File: config.mk
export PLATFORM = sky130hd
export DESIGN_NAME = pwm_tmr_top
export DESIGN_NICKNAME = d
export VERILOG_FILES = /design/src/rtl/pwm_tmr_pkg.sv /design/src/rtl/pwm_tmr_regs.sv /design/src/rtl/pwm_tmr_tick.sv /design/src/rtl/pwm_tmr_core.sv /design/src/rtl/pwm_tmr_top.sv
export SDC_FILE = /design/constraint.sdc
export NUM_CORES = 1
export LEC_CHECK = 0
export BUFFER_PORTS_ARGS = -buffer_cell sky130_fd_sc_hd__buf_4
export CORE_MARGIN = 3
export CORE_UTILIZATION = 30
export CTS_CLUSTER_DIAMETER = 80
export DETAILED_ROUTE_END_ITERATION = 16
export PLACE_DENSITY = 0.49
export REMOVE_ABC_BUFFERS = 1
export SLEW_MARGIN = 0
export SYNTH_ARGS = -nofsm -noshare
export SYNTH_HDL_FRONTEND = slang
export SYNTH_SLANG_ARGS = --single-unit
File: constraint.sdc
create_clock -name clk -period 10.65 [get_ports clk]
set_input_delay 1.065 -clock clk [delete_from_list [all_inputs] [get_ports clk]]
set_output_delay 1.065 -clock clk [all_outputs]
set_load 0.05 [all_outputs]
File: src/rtl/pwm_tmr_pkg.sv
package pwm_tmr_pkg;

   // word addresses of the register port
   localparam int ADDR_PERIOD = 0;
   localparam int ADDR_DUTY   = 1;
   localparam int ADDR_CTRL   = 2;

   // control word bit positions (software visible)
   localparam int CB_EN      = 0;
   localparam int CB_CONT    = 1;
   localparam int CB_DUTY_HI = 3;
   localparam int CB_IDLE_HI = 4;
   localparam int CB_CENTER  = 5;
   localparam int CB_LOWPWR  = 8;
   localparam int CTRL_MIN_W = CB_LOWPWR + 1;

   typedef struct packed {
      logic lowpwr;
      logic center;
      logic idle_hi;
      logic duty_hi;
      logic cont;
      logic en;
   } ctrl_t;

   // run condition: every required bit in its required state
   function automatic logic ctrl_runs(input ctrl_t c);
      return c.en & c.cont & ~c.center & ~c.lowpwr;
   endfunction

endpackage

File: src/rtl/pwm_tmr_regs.sv
module pwm_tmr_regs
   import pwm_tmr_pkg::*;
#(
   parameter int DATA_W = 32,
   parameter int CNT_W  = 32,
   parameter int ADDR_W = 2
) (
   input  logic              clk,
   input  logic              rst_n,
   input  logic [ADDR_W-1:0] addr,
   input  logic              we,
   input  logic [DATA_W-1:0] wdata,
   output logic [DATA_W-1:0] rdata,
   output logic [CNT_W-1:0]  per_q,
   output logic [CNT_W-1:0]  duty_q,
   output ctrl_t             ctrl_q
);

   localparam logic [ADDR_W-1:0] A_PER  = ADDR_W'(ADDR_PERIOD);
   localparam logic [ADDR_W-1:0] A_DUTY = ADDR_W'(ADDR_DUTY);
   localparam logic [ADDR_W-1:0] A_CTRL = ADDR_W'(ADDR_CTRL);

   always_ff @(posedge clk) begin
      if (!rst_n) begin
         per_q  <= '0;
         duty_q <= '0;
         ctrl_q <= '0;
      end else if (we) begin
         if (addr == A_PER)  per_q  <= wdata[CNT_W-1:0];
         if (addr == A_DUTY) duty_q <= wdata[CNT_W-1:0];
         if (addr == A_CTRL) begin
            ctrl_q.en      <= wdata[CB_EN];
            ctrl_q.cont    <= wdata[CB_CONT];
            ctrl_q.duty_hi <= wdata[CB_DUTY_HI];
            ctrl_q.idle_hi <= wdata[CB_IDLE_HI];
            ctrl_q.center  <= wdata[CB_CENTER];
            ctrl_q.lowpwr  <= wdata[CB_LOWPWR];
         end
      end
   end

   logic [DATA_W-1:0] ctrl_rd;
   always_comb begin
      ctrl_rd             = '0;
      ctrl_rd[CB_EN]      = ctrl_q.en;
      ctrl_rd[CB_CONT]    = ctrl_q.cont;
      ctrl_rd[CB_DUTY_HI] = ctrl_q.duty_hi;
      ctrl_rd[CB_IDLE_HI] = ctrl_q.idle_hi;
      ctrl_rd[CB_CENTER]  = ctrl_q.center;
      ctrl_rd[CB_LOWPWR]  = ctrl_q.lowpwr;
   end

   always_comb begin
      if (addr == A_PER)       rdata = DATA_W'(per_q);
      else if (addr == A_DUTY) rdata = DATA_W'(duty_q);
      else if (addr == A_CTRL) rdata = ctrl_rd;
      else                     rdata = '0;
   end

endmodule

File: src/rtl/pwm_tmr_tick.sv
module pwm_tmr_tick #(
   parameter int PRESCALE = 2
) (
   input  logic clk,
   input  logic rst_n,
   input  logic clr,
   output logic tick
);

   generate
      if (PRESCALE == 1) begin : g_bypass
         assign tick = ~clr;
      end else begin : g_div
         localparam int PW = $clog2(PRESCALE);
         localparam logic [PW-1:0] LAST = PW'(PRESCALE - 1);
         logic [PW-1:0] pre_q;
         always_ff @(posedge clk) begin
            if (!rst_n || clr || pre_q == LAST) pre_q <= '0;
            else                                pre_q <= pre_q + 1'b1;
         end
         assign tick = ~clr && (pre_q == LAST);
      end
   endgenerate

endmodule

File: src/rtl/pwm_tmr_core.sv
module pwm_tmr_core #(
   parameter int CNT_W = 32
) (
   input  logic             clk,
   input  logic             rst_n,
   input  logic             run,
   input  logic             tick,
   input  logic [CNT_W-1:0] per_in,
   input  logic [CNT_W-1:0] duty_in,
   input  logic             duty_hi,
   input  logic             idle_hi,
   output logic             pwm_out,
   output logic             started_o,
   output logic [CNT_W-1:0] cnt_o,
   output logic [CNT_W-1:0] act_per_o,
   output logic [CNT_W-1:0] act_duty_o
);

   logic             started_q;
   logic [CNT_W-1:0] cnt_q;
   logic [CNT_W-1:0] act_per_q;
   logic [CNT_W-1:0] act_duty_q;
   logic             at_end;

   // a zero period counts as a boundary on every tick so a new value can load
   assign at_end = (act_per_q == '0) || (cnt_q >= act_per_q - 1'b1);

   always_ff @(posedge clk) begin
      if (!rst_n) begin
         started_q  <= 1'b0;
         cnt_q      <= '0;
         act_per_q  <= '0;
         act_duty_q <= '0;
      end else if (!run) begin
         started_q <= 1'b0;
         cnt_q     <= '0;
      end else if (!started_q) begin
         started_q  <= 1'b1;
         cnt_q      <= '0;
         act_per_q  <= per_in;
         act_duty_q <= duty_in;
      end else if (tick) begin
         if (at_end) begin
            cnt_q      <= '0;
            act_per_q  <= per_in;
            act_duty_q <= duty_in;
         end else begin
            cnt_q <= cnt_q + 1'b1;
         end
      end
   end

   always_comb begin
      if (!run || !started_q || act_per_q == '0) pwm_out = idle_hi;
      else if (cnt_q < act_duty_q)                pwm_out = duty_hi;
      else                                        pwm_out = ~duty_hi;
   end

   assign started_o  = started_q;
   assign cnt_o      = cnt_q;
   assign act_per_o  = act_per_q;
   assign act_duty_o = act_duty_q;

endmodule

File: src/rtl/pwm_tmr_top.sv
module pwm_tmr_top
   import pwm_tmr_pkg::*;
#(
   parameter int PRESCALE = 2,
   parameter int DATA_W   = 32,
   parameter int CNT_W    = 32,
   parameter int ADDR_W   = 2
) (
   input  logic              clk,
   input  logic              rst_n,
   input  logic [ADDR_W-1:0] reg_addr,
   input  logic              reg_we,
   input  logic [DATA_W-1:0] reg_wdata,
   output logic [DATA_W-1:0] reg_rdata,
   output logic              pwm_out
);

   initial begin : elab_chk
      assert (PRESCALE >= 1) else $error("PRESCALE must be at least 1");
      assert (CNT_W >= 2 && CNT_W <= DATA_W) else $error("CNT_W out of range");
      assert (DATA_W >= CTRL_MIN_W) else $error("DATA_W too narrow for control word");
      assert (ADDR_W >= 2) else $error("ADDR_W too narrow for register map");
   end

   ctrl_t            ctrl;
   logic [CNT_W-1:0] per_reg;
   logic [CNT_W-1:0] duty_reg;
   logic             run;
   logic             tick;
   logic             started;
   logic [CNT_W-1:0] cnt;
   logic [CNT_W-1:0] act_per;
   logic [CNT_W-1:0] act_duty;

   pwm_tmr_regs #(.DATA_W(DATA_W), .CNT_W(CNT_W), .ADDR_W(ADDR_W)) u_regs (
      .clk    (clk),
      .rst_n  (rst_n),
      .addr   (reg_addr),
      .we     (reg_we),
      .wdata  (reg_wdata),
      .rdata  (reg_rdata),
      .per_q  (per_reg),
      .duty_q (duty_reg),
      .ctrl_q (ctrl)
   );

   assign run = ctrl_runs(ctrl);

   pwm_tmr_tick #(.PRESCALE(PRESCALE)) u_tick (
      .clk   (clk),
      .rst_n (rst_n),
      .clr   (~(run & started)),
      .tick  (tick)
   );

   pwm_tmr_core #(.CNT_W(CNT_W)) u_core (
      .clk        (clk),
      .rst_n      (rst_n),
      .run        (run),
      .tick       (tick),
      .per_in     (per_reg),
      .duty_in    (duty_reg),
      .duty_hi    (ctrl.duty_hi),
      .idle_hi    (ctrl.idle_hi),
      .pwm_out    (pwm_out),
      .started_o  (started),
      .cnt_o      (cnt),
      .act_per_o  (act_per),
      .act_duty_o (act_duty)
   );

endmodule

==> results of run 1 <==
## through the flow
step                      setup WS [ns]  instance area, um^2
after detailed placement          5.040                11080
after global routing              4.559                11670
after CTS                         5.017                11670
after floorplan                   5.214                 9871
final                             4.980                11670
after global placement            5.194                11080
## cell usage after synthesis (30+ instances only)
| library cell | n |
|---|---|
| clkbuf_1 | 80 |
| o32a_1 | 33 |
| nor2_1 | 52 |
| xor2_1 | 30 |
| nand2_1 | 219 |
| inv_1 | 106 |
| nor3b_1 | 33 |
| nand3_1 | 86 |
| mux2i_1 | 32 |
| o221ai_1 | 64 |
| nor3_1 | 45 |
| a21boi_0 | 71 |
| dfxtp_1 | 168 |
| ha_1 | 65 |
| a31oi_1 | 32 |
## final timing paths
check,end,start,cells past startpoint
hold / removal,u_regs.per_q[23],u_regs.per_q[23],2
setup / recovery,u_core.act_duty_o[6],u_core.act_per_o[5],13
hold reg to reg,u_regs.per_q[23],u_regs.per_q[23],2
setup reg to reg,u_core.act_duty_o[6],u_core.act_per_o[5],13
## state kept, by name, indices dropped and copies added (netlist names)
name and cells:
u_core.cnt_o 32, u_core.act_duty_o 32, u_core.act_per_o 32, u_tick.g_div.pre_q 1, u_regs.duty_q 32, u_core.started_o 1, u_regs.ctrl_q 6, u_regs.per_q 32
## layout make-up
cell class / instances / area share, %
inverter: 106 / 3.409
tap: 448 / 4.803
timing repair buffer: 80 / 5.179
clock inverter: 10 / 1.029
sequential: 168 / 28.86
multi-input combinational: 925 / 52.69
clock buffer: 21 / 4.031
## logic make-up (layout without fill, tap and decap cells)
| logic type | count (synthesis) | after routing | share of synthesized area [%] |
|---|---|---|---|
| and+or+nand+nor | 504 | 504 | 23.47 |
| AOI/OAI and AO/OA | 266 | 266 | 19.77 |
| buffers and inverters | 207 | 217 | 8.319 |
| DFF | 168 | 168 | 32.55 |
| adders and majority gates | 65 | 65 | 7.871 |
| xor gates and xnor gates | 58 | 58 | 4.916 |
| muxes | 32 | 32 | 3.100 |
## worst reg2reg max path: stages, from the launching register on
cell and delay, ns:
dfxtp_1 0.38, or4_4 0.59, nor4_1 0.69, nand2_1 0.33
nor3_1 0.42, nand2_1 0.12, xor2_1 0.16, ha_1 0.30
nand4_1 0.17, or4_1 0.60, a311o_1 0.42, nand2_2 0.47
buf_4 0.63, o221ai_1 0.23
## routing by layer
metal  vias up  global-route usage (%)  part of all wire, %
met5         -                       0                    0
met4         0                   3.923                 0.93
met3        16                   2.427                  2.5
met2       127                   28.13                   48
met1      4469                   23.18                   49
li1       4647                       -                    -
## report_power, final
part	internal [uW]	switching (uW)	leakage (uW)
sequential	637	7.07	0.00136
combinational	28.6	54.9	0.00251
clock	364	278	0.000282
## placed cells by master (no fill, tap or decap), drive strengths merged, types with 13 or more instances in the layout
master and count:
a21boi 71, a21oi 27, a31oi 32, buf 80, clkbuf 21, dfxtp 168
ha 65, inv 107, mux2i 32, nand2 220, nand3 86, nand4 20
nor2 52, nor3 45, nor3b 33, nor4 13, o21ai 18, o221ai 65
o32a 33, xnor2 28, xor2 30
==> run_results.csv, run 1 <==
group,metric,value,unit
layout,num_antenna_cells,0,
placed_design,dpl.cell_count,1727,
clock_tree,ctsResizeCount,0,
critical_path,cp-start-kind,"flop",
run,maxCapViolCount,0,
global_routing,grt_use_total,16.91,%
clock_tree,clockBufferDepth,2,
sta,fin_crit,5.670,ns
sta,fin_tns_setup,0,ns
critical_path,cp.required,10.93,ns
layout,fin_util,34.63,%
clock_tree,post_cts_buffers,0,
layout,ff_latch_area,3368,um^2
die,design.core.area,33700,um^2
global_routing,grt_pass1_wl,49470,um
layout,multi_input_area,6148,um^2
sta,hold_viol_final,0,
synth,async_reset_ff_share,0,%
critical_path,path_delay_family,"simple AND/OR/NAND/NOR gates",
synth,synth_edf_count,0,
power_and_ir_drop,p_per_area,117.3,nW/um^2
critical_path,crit_top_cell,"nand2_1",
die,initial_utilization,30.66,%
synth,synth_ff_type,"dfxtp_1",
sta,finalSetupViolations,0,
critical_path,endpoint_kind,"flop",
power_and_ir_drop,vdd_ir_drop_max,0.00007897,V
sta,finClkSkew,0.01773,ns
synth,syn-cell-area,10330,um^2
sta,maxSlewHeadroom,29.75,%
global_routing,grt_pass1_vias,9050,
layout,drive_gt1_share,9.466,%
critical_path,path_buf_inv,1,
power_and_ir_drop,leakagePower,0.004150,uW
route,viasPerCell,5.267,
global_routing,overflow,0,
route,dr.pass1.iters,5,
layout,final_cells,1758,
die,ios,70,
clock_tree,clk_pin_slew,0.07,ns
outcome,outcome,"finished, final reports clean",
layout,fillCellCount,3559,
global_routing,grt_max_degree,106,
critical_path,path_class,"reg2reg",
die,num_rows,67,
sta,period_share,53.24,%
synth,ys_warn_count,0,
synth,synth.top_cell.area_share,32.55,%
synth,yosysTopAreaCell,"dfxtp_1",
layout,syn_to_final_growth,12.94,%
clock_tree,cts.sinks,168,
die,die_w,191.6,um
clock_tree,postCtsHoldBufs,0,
critical_path,cp_slowest_cell,"nor4_1",
clock_tree,h-tree-depth,4,
route,drc,0,
clock_tree,cts_tree,"yes",
route,drt_iter0_drc,620,
placed_design,hpwlAfterDp,19390,um
synth,syn_inst,1300,
placed_design,gp_congestion,0.8672,
sta,rsz0062_at_grt,"no",
clock_tree,clk_latency,0.44,ns
route,vias,9259,
sta,tightest_slew,1.044,ns
critical_path,slowest_delay,0.69,ns
power_and_ir_drop,fin_total_pwr,1369,uW
synth,synth_cell_types,56,
hold_path,min_path_type,"reg2reg",
die,dieArea,36700,um^2
critical_path,cp.arrival,5.95,ns
sta,fmax,176.4,MHz
route,drt-wirelength-per-cell,17.36,um
synth,synth_area_per_cell,7.948,um^2
clock_tree,cts_root_buf,"clkbuf_16",
global_routing,antenna_found_initial,0,
critical_path,ff2ff_setup_slack,4.98,ns
clock_tree,cts_made_buffers,17,
critical_path,critPathMaxFanout,44,
sta,hold_ws,0.4797,ns
critical_path,crit_chain,"or4_4 -> nor4_1 -> nand2_1 -> nor3_1 -> nand2_1 -> xor2_1 -> ha_1 -> nand4_1 -> or4_1 -> a311o_1 -> nand2_2 -> buf_4 -> o221ai_1",
synth,yosysSeqAreaShare,32.55,%
layout,fin_nets,1400,
synth,synth.area.top_cells,"dfxtp_1 33%, nand2_1 8.0%, ha_1 7.9%",
synth,synth_seq_cells,168,
die,die_y,191.6,um
route,routed_wl,30520,um
route,ant_nets,0,
sta,slew_viol_final,0,
placed_design,io_buffer_count,69,
Note: power is estimated with default switching activity, not from simulation.
==> run 2: changes to the inputs <==
- ABC_AREA: not set -> 1
- clock period: 10.65 -> 5.6 ns (I/O delays scaled with it)
==> run 2 against run 1 <==
Net effect: first-iteration DRC count decreased by 23%; synthesized cell count is 9.1% higher; non-clock buffer count down 2; total power grew 97%; die area is 6.2% lower; combinational power grew to 2.7 times the previous value; hold slack got worse by 0.086 ns; clock skew down 0.0060 ns; core utilization increased by 0.23 points; critical path type unchanged.
==> run_results.csv, run 2 <==
group,metric,value,unit
clock_tree,cts_root_buf,"clkbuf_16",
critical_path,cp-start-kind,"flop",
die,dieArea,34420,um^2
placed_design,io_buffer_count,69,
critical_path,endpoint,"u_core.act_duty_o[6]",
layout,fillCellCount,3411,
critical_path,ff2ff_setup_slack,1.44,ns
critical_path,crit_chain,"nor3_1 -> nand3_1 -> nor2_1 -> nand3_1 -> nor2_1 -> and3_1 -> nand3_1 -> xor2_1 -> ha_1 -> nand2_1 -> nor2_1 -> nand2_1 -> inv_1 -> a21oi_1 -> nand2_1 -> inv_2 -> nand3_2 -> nand3_4 -> nand2_1 -> inv_1 -> nor2_1",
critical_path,path_class,"reg2reg",
layout,mostFrequentLayoutCells,"266 x inv_1, 264 x nand2_1, 168 x dfxtp_1",
global_routing,grt_use_total,15.53,%
critical_path,crit_start,"u_core.act_per_o[0]",
synth,synth_cell_types,36,
clock_tree,cts_tree,"yes",
synth,synth.top_cell.area_share,34.79,%
global_routing,grt_pass1_vias,8392,
critical_path,r2r-end,"u_core.act_duty_o[6]",
clock_tree,postCtsHoldBufs,0,
layout,multi_input_area,4962,um^2
synth,syn-cell-area,9668,um^2
layout,mostFrequentLayoutCell,"inv_1",
clock_tree,h-tree-depth,4,
global_routing,grtUsageMet2,25.55,%
global_routing,overflow,0,
synth,synth_area_per_cell,6.818,um^2
route,dr.pass1.iters,5,
route,routed_wl,25620,um
route,ant_nets,0,
sta,rsz0062_at_grt,"no",
clock_tree,clk_pin_slew,0.07,ns
route,viasPerCell,4.686,
die,die_y,185.5,um
sta,slew_viol_final,0,
clock_tree,clockBufferDepth,2,
die,initial_utilization,30.56,%
synth,async_reset_ff_share,0,%
synth,synth.area.top_cells,"dfxtp_1 35%, inv_1 10%, nand2_1 10%",
layout,drive_gt1_share,8.470,%
layout,fin_nets,1553,
critical_path,slowest_delay,0.53,ns
placed_design,gp_congestion,0.8595,
run,maxCapViolCount,0,
placed_design,placed_area,10420,um^2
die,die_w,185.5,um
global_routing,grt_pass1_wl,42770,um
clock_tree,post_cts_buffers,0,
outcome,outcome,"finished, final reports clean",
power_and_ir_drop,vdd_ir_drop_max,0.0001387,V
route,drc,0,
placed_design,dpl.cell_count,1834,
power_and_ir_drop,fin_total_pwr,2700,uW
clock_tree,cts.sinks,168,
critical_path,endpoint_kind,"flop",
critical_path,cp.arrival,4.53,ns
hold_path,min_path_type,"in2reg",
synth,yosysTopAreaCell,"dfxtp_1",
sta,hold_viol_final,0,
placed_design,hpwlAfterDp,18170,um
sta,fin_crit,4.155,ns
synth,synth_seq_cells,168,
layout,num_antenna_cells,0,
critical_path,r2r-start,"u_core.act_per_o[0]",
layout,ff_latch_area,3363,um^2
global_routing,grtUsageMet1,20.71,%
route,vias,8744,
clock_tree,clk_latency,0.45,ns
synth,synth_ff_type,"dfxtp_1",
sta,fin_tns_setup,0,ns
sta,finClkSkew,0.01173,ns
critical_path,r2r_cells,21,
global_routing,grt_use_met3,2.619,%
synth,syn_inst,1418,
route,drt-wirelength-per-cell,13.73,um
global_routing,grt_max_degree,68,
synth,yosysSeqAreaShare,34.79,%
power_and_ir_drop,leakagePower,0.005025,uW
critical_path,cp.required,5.98,ns
die,ios,70,
sta,fmax,240.7,MHz
route,drt_iter0_drc,480,
sta,maxSlewHeadroom,40.51,%
layout,syn_to_final_growth,14.07,%
clock_tree,cts_made_buffers,17,
critical_path,cp_slowest_cell,"nand3_4",
sta,finalSetupViolations,0,
sta,tightest_slew,0.8842,ns
layout,final_cells,1866,
die,design.core.area,31640,um^2
sta,period_share,74.20,%
die,num_rows,65,
synth,synthTopCellsByCount,"267 x inv_1, 267 x nand2_1, 168 x dfxtp_1",
critical_path,critPathMaxFanout,64,
power_and_ir_drop,p_per_area,244.9,nW/um^2
global_routing,antenna_found_initial,0,
synth,synth_edf_count,0,
global_routing,top_usage_layer,"met2",
synth,ys_warn_count,0,
clock_tree,ctsResizeCount,0,
layout,final_cell_area,11030,um^2
-- run 2: cell count changes in the layout (fill, tap and decap cells not counted), sizes merged, moves of 59 or more --
cell,delta
a21oi,+86
a21boi,-71
nor2,+94
inv,+171
o221ai,-59
nand4,+65
o21ai,+69
-- run 2: metrics by stage --
step                hold WS (ns)  setup WS [ns]  util (%)
floorplan                 0.3925          1.522         -
global placement          0.4024          1.448     32.95
detailed placement        0.4053          1.372     32.95
CTS                       0.3681          1.341     34.86
global route              0.3971         0.9192     34.86
finish                    0.3939          1.445     34.86
-- run 2: critical path, delay by kind of cell, from the launching register on --
kind                       cells  cell delay [ns]
AOI/OAI and AO/OA              1             0.06
xor gates and xnor gates       1             0.15
adders and majority gates      1             0.30
buffers and inverters          3             0.17
DFF                            1             0.32
and+or+nand+nor               15             3.00
-- run 2: area by class of cell --
cell class	count	share of cell area, %
Inverter	269	9.156
Clock buffer	17	3.857
Tap cell	402	4.561
Timing Repair Buffer	78	5.310
Clock inverter	15	1.622
Sequential cell	168	30.50
Multi-Input combinational cell	917	45.00
-- run 2: kinds of logic after synthesis --
logic type      Yosys count  synth area share (%)
compound gates          243                 13.39
flops                   168                 34.79
simple gates            575                 26.36
buf+inv                 333                 13.96
xor+xnor                 34                 3.080
fa+ha+maj                65                 8.412
-- run 2: worst min path at each step --
stage                             from                  to  slack (ns)  cells after the start
finish                   reg_wdata[10]   u_regs.duty_q[10]        0.39                      3
detailed placement  u_tick.g_div.pre_q  u_tick.g_div.pre_q        0.41                      1
global placement    u_tick.g_div.pre_q  u_tick.g_div.pre_q        0.40                      1
floorplan           u_tick.g_div.pre_q  u_tick.g_div.pre_q        0.39                      1
CTS                      reg_wdata[18]    u_regs.per_q[18]        0.37                      3
global route             reg_wdata[16]    u_regs.per_q[16]        0.40                      3
-- run 2: power breakdown --
part	leakage, uW	switching (uW)	internal, uW
Sequential	0.00136	6.98	1220
Combinational	0.00337	152	74.9
Clock	0.000292	569	676
Total	0.00503	728	1970
-- run 2: per-layer routing --
metal	vias up	part of all wire [%]	wire (um)
met5	-	0	0
met4	0	1.9	478
met3	27	2.6	656
met2	106	45	11520
met1	3959	51	12960
li1	4652	-	-
==> run 3: changes to the inputs <==
- PLACE_DENSITY: 0.49 -> 0.51
- clock period: 5.6 -> 3.7 ns (I/O delays scaled with it)
==> run 3 against run 2 <==
Net effect: first-iteration DRC count decreased by 11%; global-route usage down 0.26 points; register-to-register slack got worse by 1.2 ns; sequential power is 51% higher; die area unchanged; sequential share of layout area decreased by 0.91 points; clock-buffer cell count grew 1.
==> run_results.csv, run 3 (same netlist as run 2, synthesis figures left out) <==
group,metric,value,unit
sta,fmax,293.3,MHz
route,vias,8928,
clock_tree,clockBufferDepth,2,
run,maxCapViolCount,0,
sta,fin_crit,3.410,ns
global_routing,antenna_found_initial,0,
layout,drive_gt1_share,10.60,%
die,ios,70,
route,drc,0,
sta,slew_viol_final,0,
power_and_ir_drop,vdd_ir_drop_max,0.0002663,V
critical_path,path_class,"reg2reg",
sta,finalSetupViolations,0,
die,num_rows,65,
die,dieArea,34420,um^2
sta,period_share,92.15,%
route,drt_iter0_drc,426,
die,die_y,185.5,um
power_and_ir_drop,p_per_area,345.8,nW/um^2
critical_path,endpoint_kind,"flop",
sta,finClkSkew,0.01588,ns
placed_design,io_buffer_count,69,
sta,worst_slack,0.2905,ns
outcome,outcome,"finished, final reports clean",
hold_path,min_path_type,"in2reg",
die,initial_utilization,30.56,%
placed_design,dp_slack,0.02495,ns
critical_path,cp.required,4.05,ns
clock_tree,h-tree-depth,4,
global_routing,overflow,0,
critical_path,cp-start-kind,"flop",
clock_tree,clk_pin_slew,0.08,ns
layout,num_antenna_cells,0,
placed_design,hpwlAfterDp,18770,um
critical_path,critPathMaxFanout,12,
global_routing,grt_use_total,15.27,%
power_and_ir_drop,fin_total_pwr,3931,uW
critical_path,cp.arrival,3.76,ns
layout,fin_nets,1579,
route,viasPerCell,4.719,
route,drt-wirelength-per-cell,14.11,um
placed_design,placed_area,10560,um^2
placed_design,gp_congestion,0.8217,
layout,mostFrequentLayoutCell,"inv_1",
global_routing,grt_pass1_wl,42570,um
global_routing,grt_pass1_vias,8346,
clock_tree,cts_root_buf,"clkbuf_16",
layout,mostFrequentLayoutCells,"266 x inv_1, 263 x nand2_1, 168 x dfxtp_1",
clock_tree,cts.sinks,168,
die,die_w,185.5,um
global_routing,grt_max_degree,62,
sta,maxSlewHeadroom,27.81,%
power_and_ir_drop,leakagePower,0.005213,uW
route,routed_wl,26700,um
layout,syn_to_final_growth,17.58,%
clock_tree,clk_latency,0.45,ns
layout,fillCellCount,3394,
clock_tree,cts_tree,"yes",
route,ant_nets,0,
sta,hold_viol_final,0,
layout,final_cell_area,11370,um^2
sta,fin_tns_setup,0,ns
clock_tree,cts_made_buffers,17,
sta,tightest_slew,1.083,ns
route,dr.pass1.iters,5,
die,design.core.area,31640,um^2
==> run 3: cell count changes in the layout (fill, tap and decap cells not counted), sizes merged <==
| cell | change |
|---|---|
| buf | +22 |
| bufinv | -2 |
| clkbuf | +5 |
| clkinv | +2 |
| clkinvlp | +1 |
| inv | -2 |
==> run 3: cell type report <==
| type | instances | area [um^2] | share of cell area (%) |
|---|---|---|---|
| inverters | 269 | 1010 | 8.883 |
| repair buffers | 104 | 932.1 | 8.200 |
| flip-flops and latches | 168 | 3363 | 29.59 |
| multi-input cells | 917 | 5014 | 44.11 |
| clock inverters | 14 | 116.4 | 1.024 |
| well taps | 402 | 503.0 | 4.425 |
| clock buffers | 18 | 429.2 | 3.775 |
==> run 3: per-stage QoR <==
step                util (%)  std cells  hold slack (ns)
floorplan                  -       1354           0.3925
global placement       33.38       1849           0.4056
detailed placement     33.38       1849           0.4120
CTS                    35.12       1881           0.1864
global route           35.93       1892           0.2014
finish                 35.93       1892           0.2084
==> run 3: routing by layer <==
metal  part of all wire, %  track usage [%]  vias up
met2                    46            25.05      136
met3                   3.2            2.247       18
li1                      -                -     4701
met4                   1.0            3.691        0
met5                     0                0        -
met1                    50            21.21     4073
==> run 3: timing repair <==
action	in CTS	in global routing
cloned	0	7
endpoints found under the setup margin	1	66
pin swaps	0	3
gates resized for setup	1	14
buffers inserted	0	4
hold buffers	0	0
==> run 3: critical path, cell delays in order (launching register included) <==
cell and delay, ns:
dfxtp_1 0.35, inv_1 0.13, ha_1 0.24, nand2_1 0.14, nor2_4 0.19, nand3_2 0.16
buf_4 0.18, nor2_1 0.11, xor2_1 0.15, inv_1 0.06, ha_1 0.27, nand2_1 0.06
inv_1 0.04, nand2_1 0.05, nand2_1 0.04, nand2_1 0.05, nand2_1 0.06, a21oi_1 0.12
nand2_1 0.09, inv_2 0.08, nand3_4 0.12, nand3_4 0.10, buf_12 0.18, buf_6 0.18
nand2_1 0.06, inv_1 0.06, nor2_1 0.04
==> run 3: worst paths after layout <==
check | startpoint | end | slack, ns | cells past startpoint
min | reg_wdata[16] | u_regs.duty_q[16] | 0.21 | 3
max | u_core.act_per_o[0] | u_core.act_per_o[12] | 0.29 | 26
max reg2reg | u_core.act_per_o[0] | u_core.act_per_o[12] | 0.29 | 26
min reg2reg | u_tick.g_div.pre_q | u_tick.g_div.pre_q | 0.42 | 1
==> run 3: power breakdown <==
group	switching (uW)	internal, uW
Clock	836	878
Sequential	10.4	1850
Combinational	235	123
Total	1080	2850
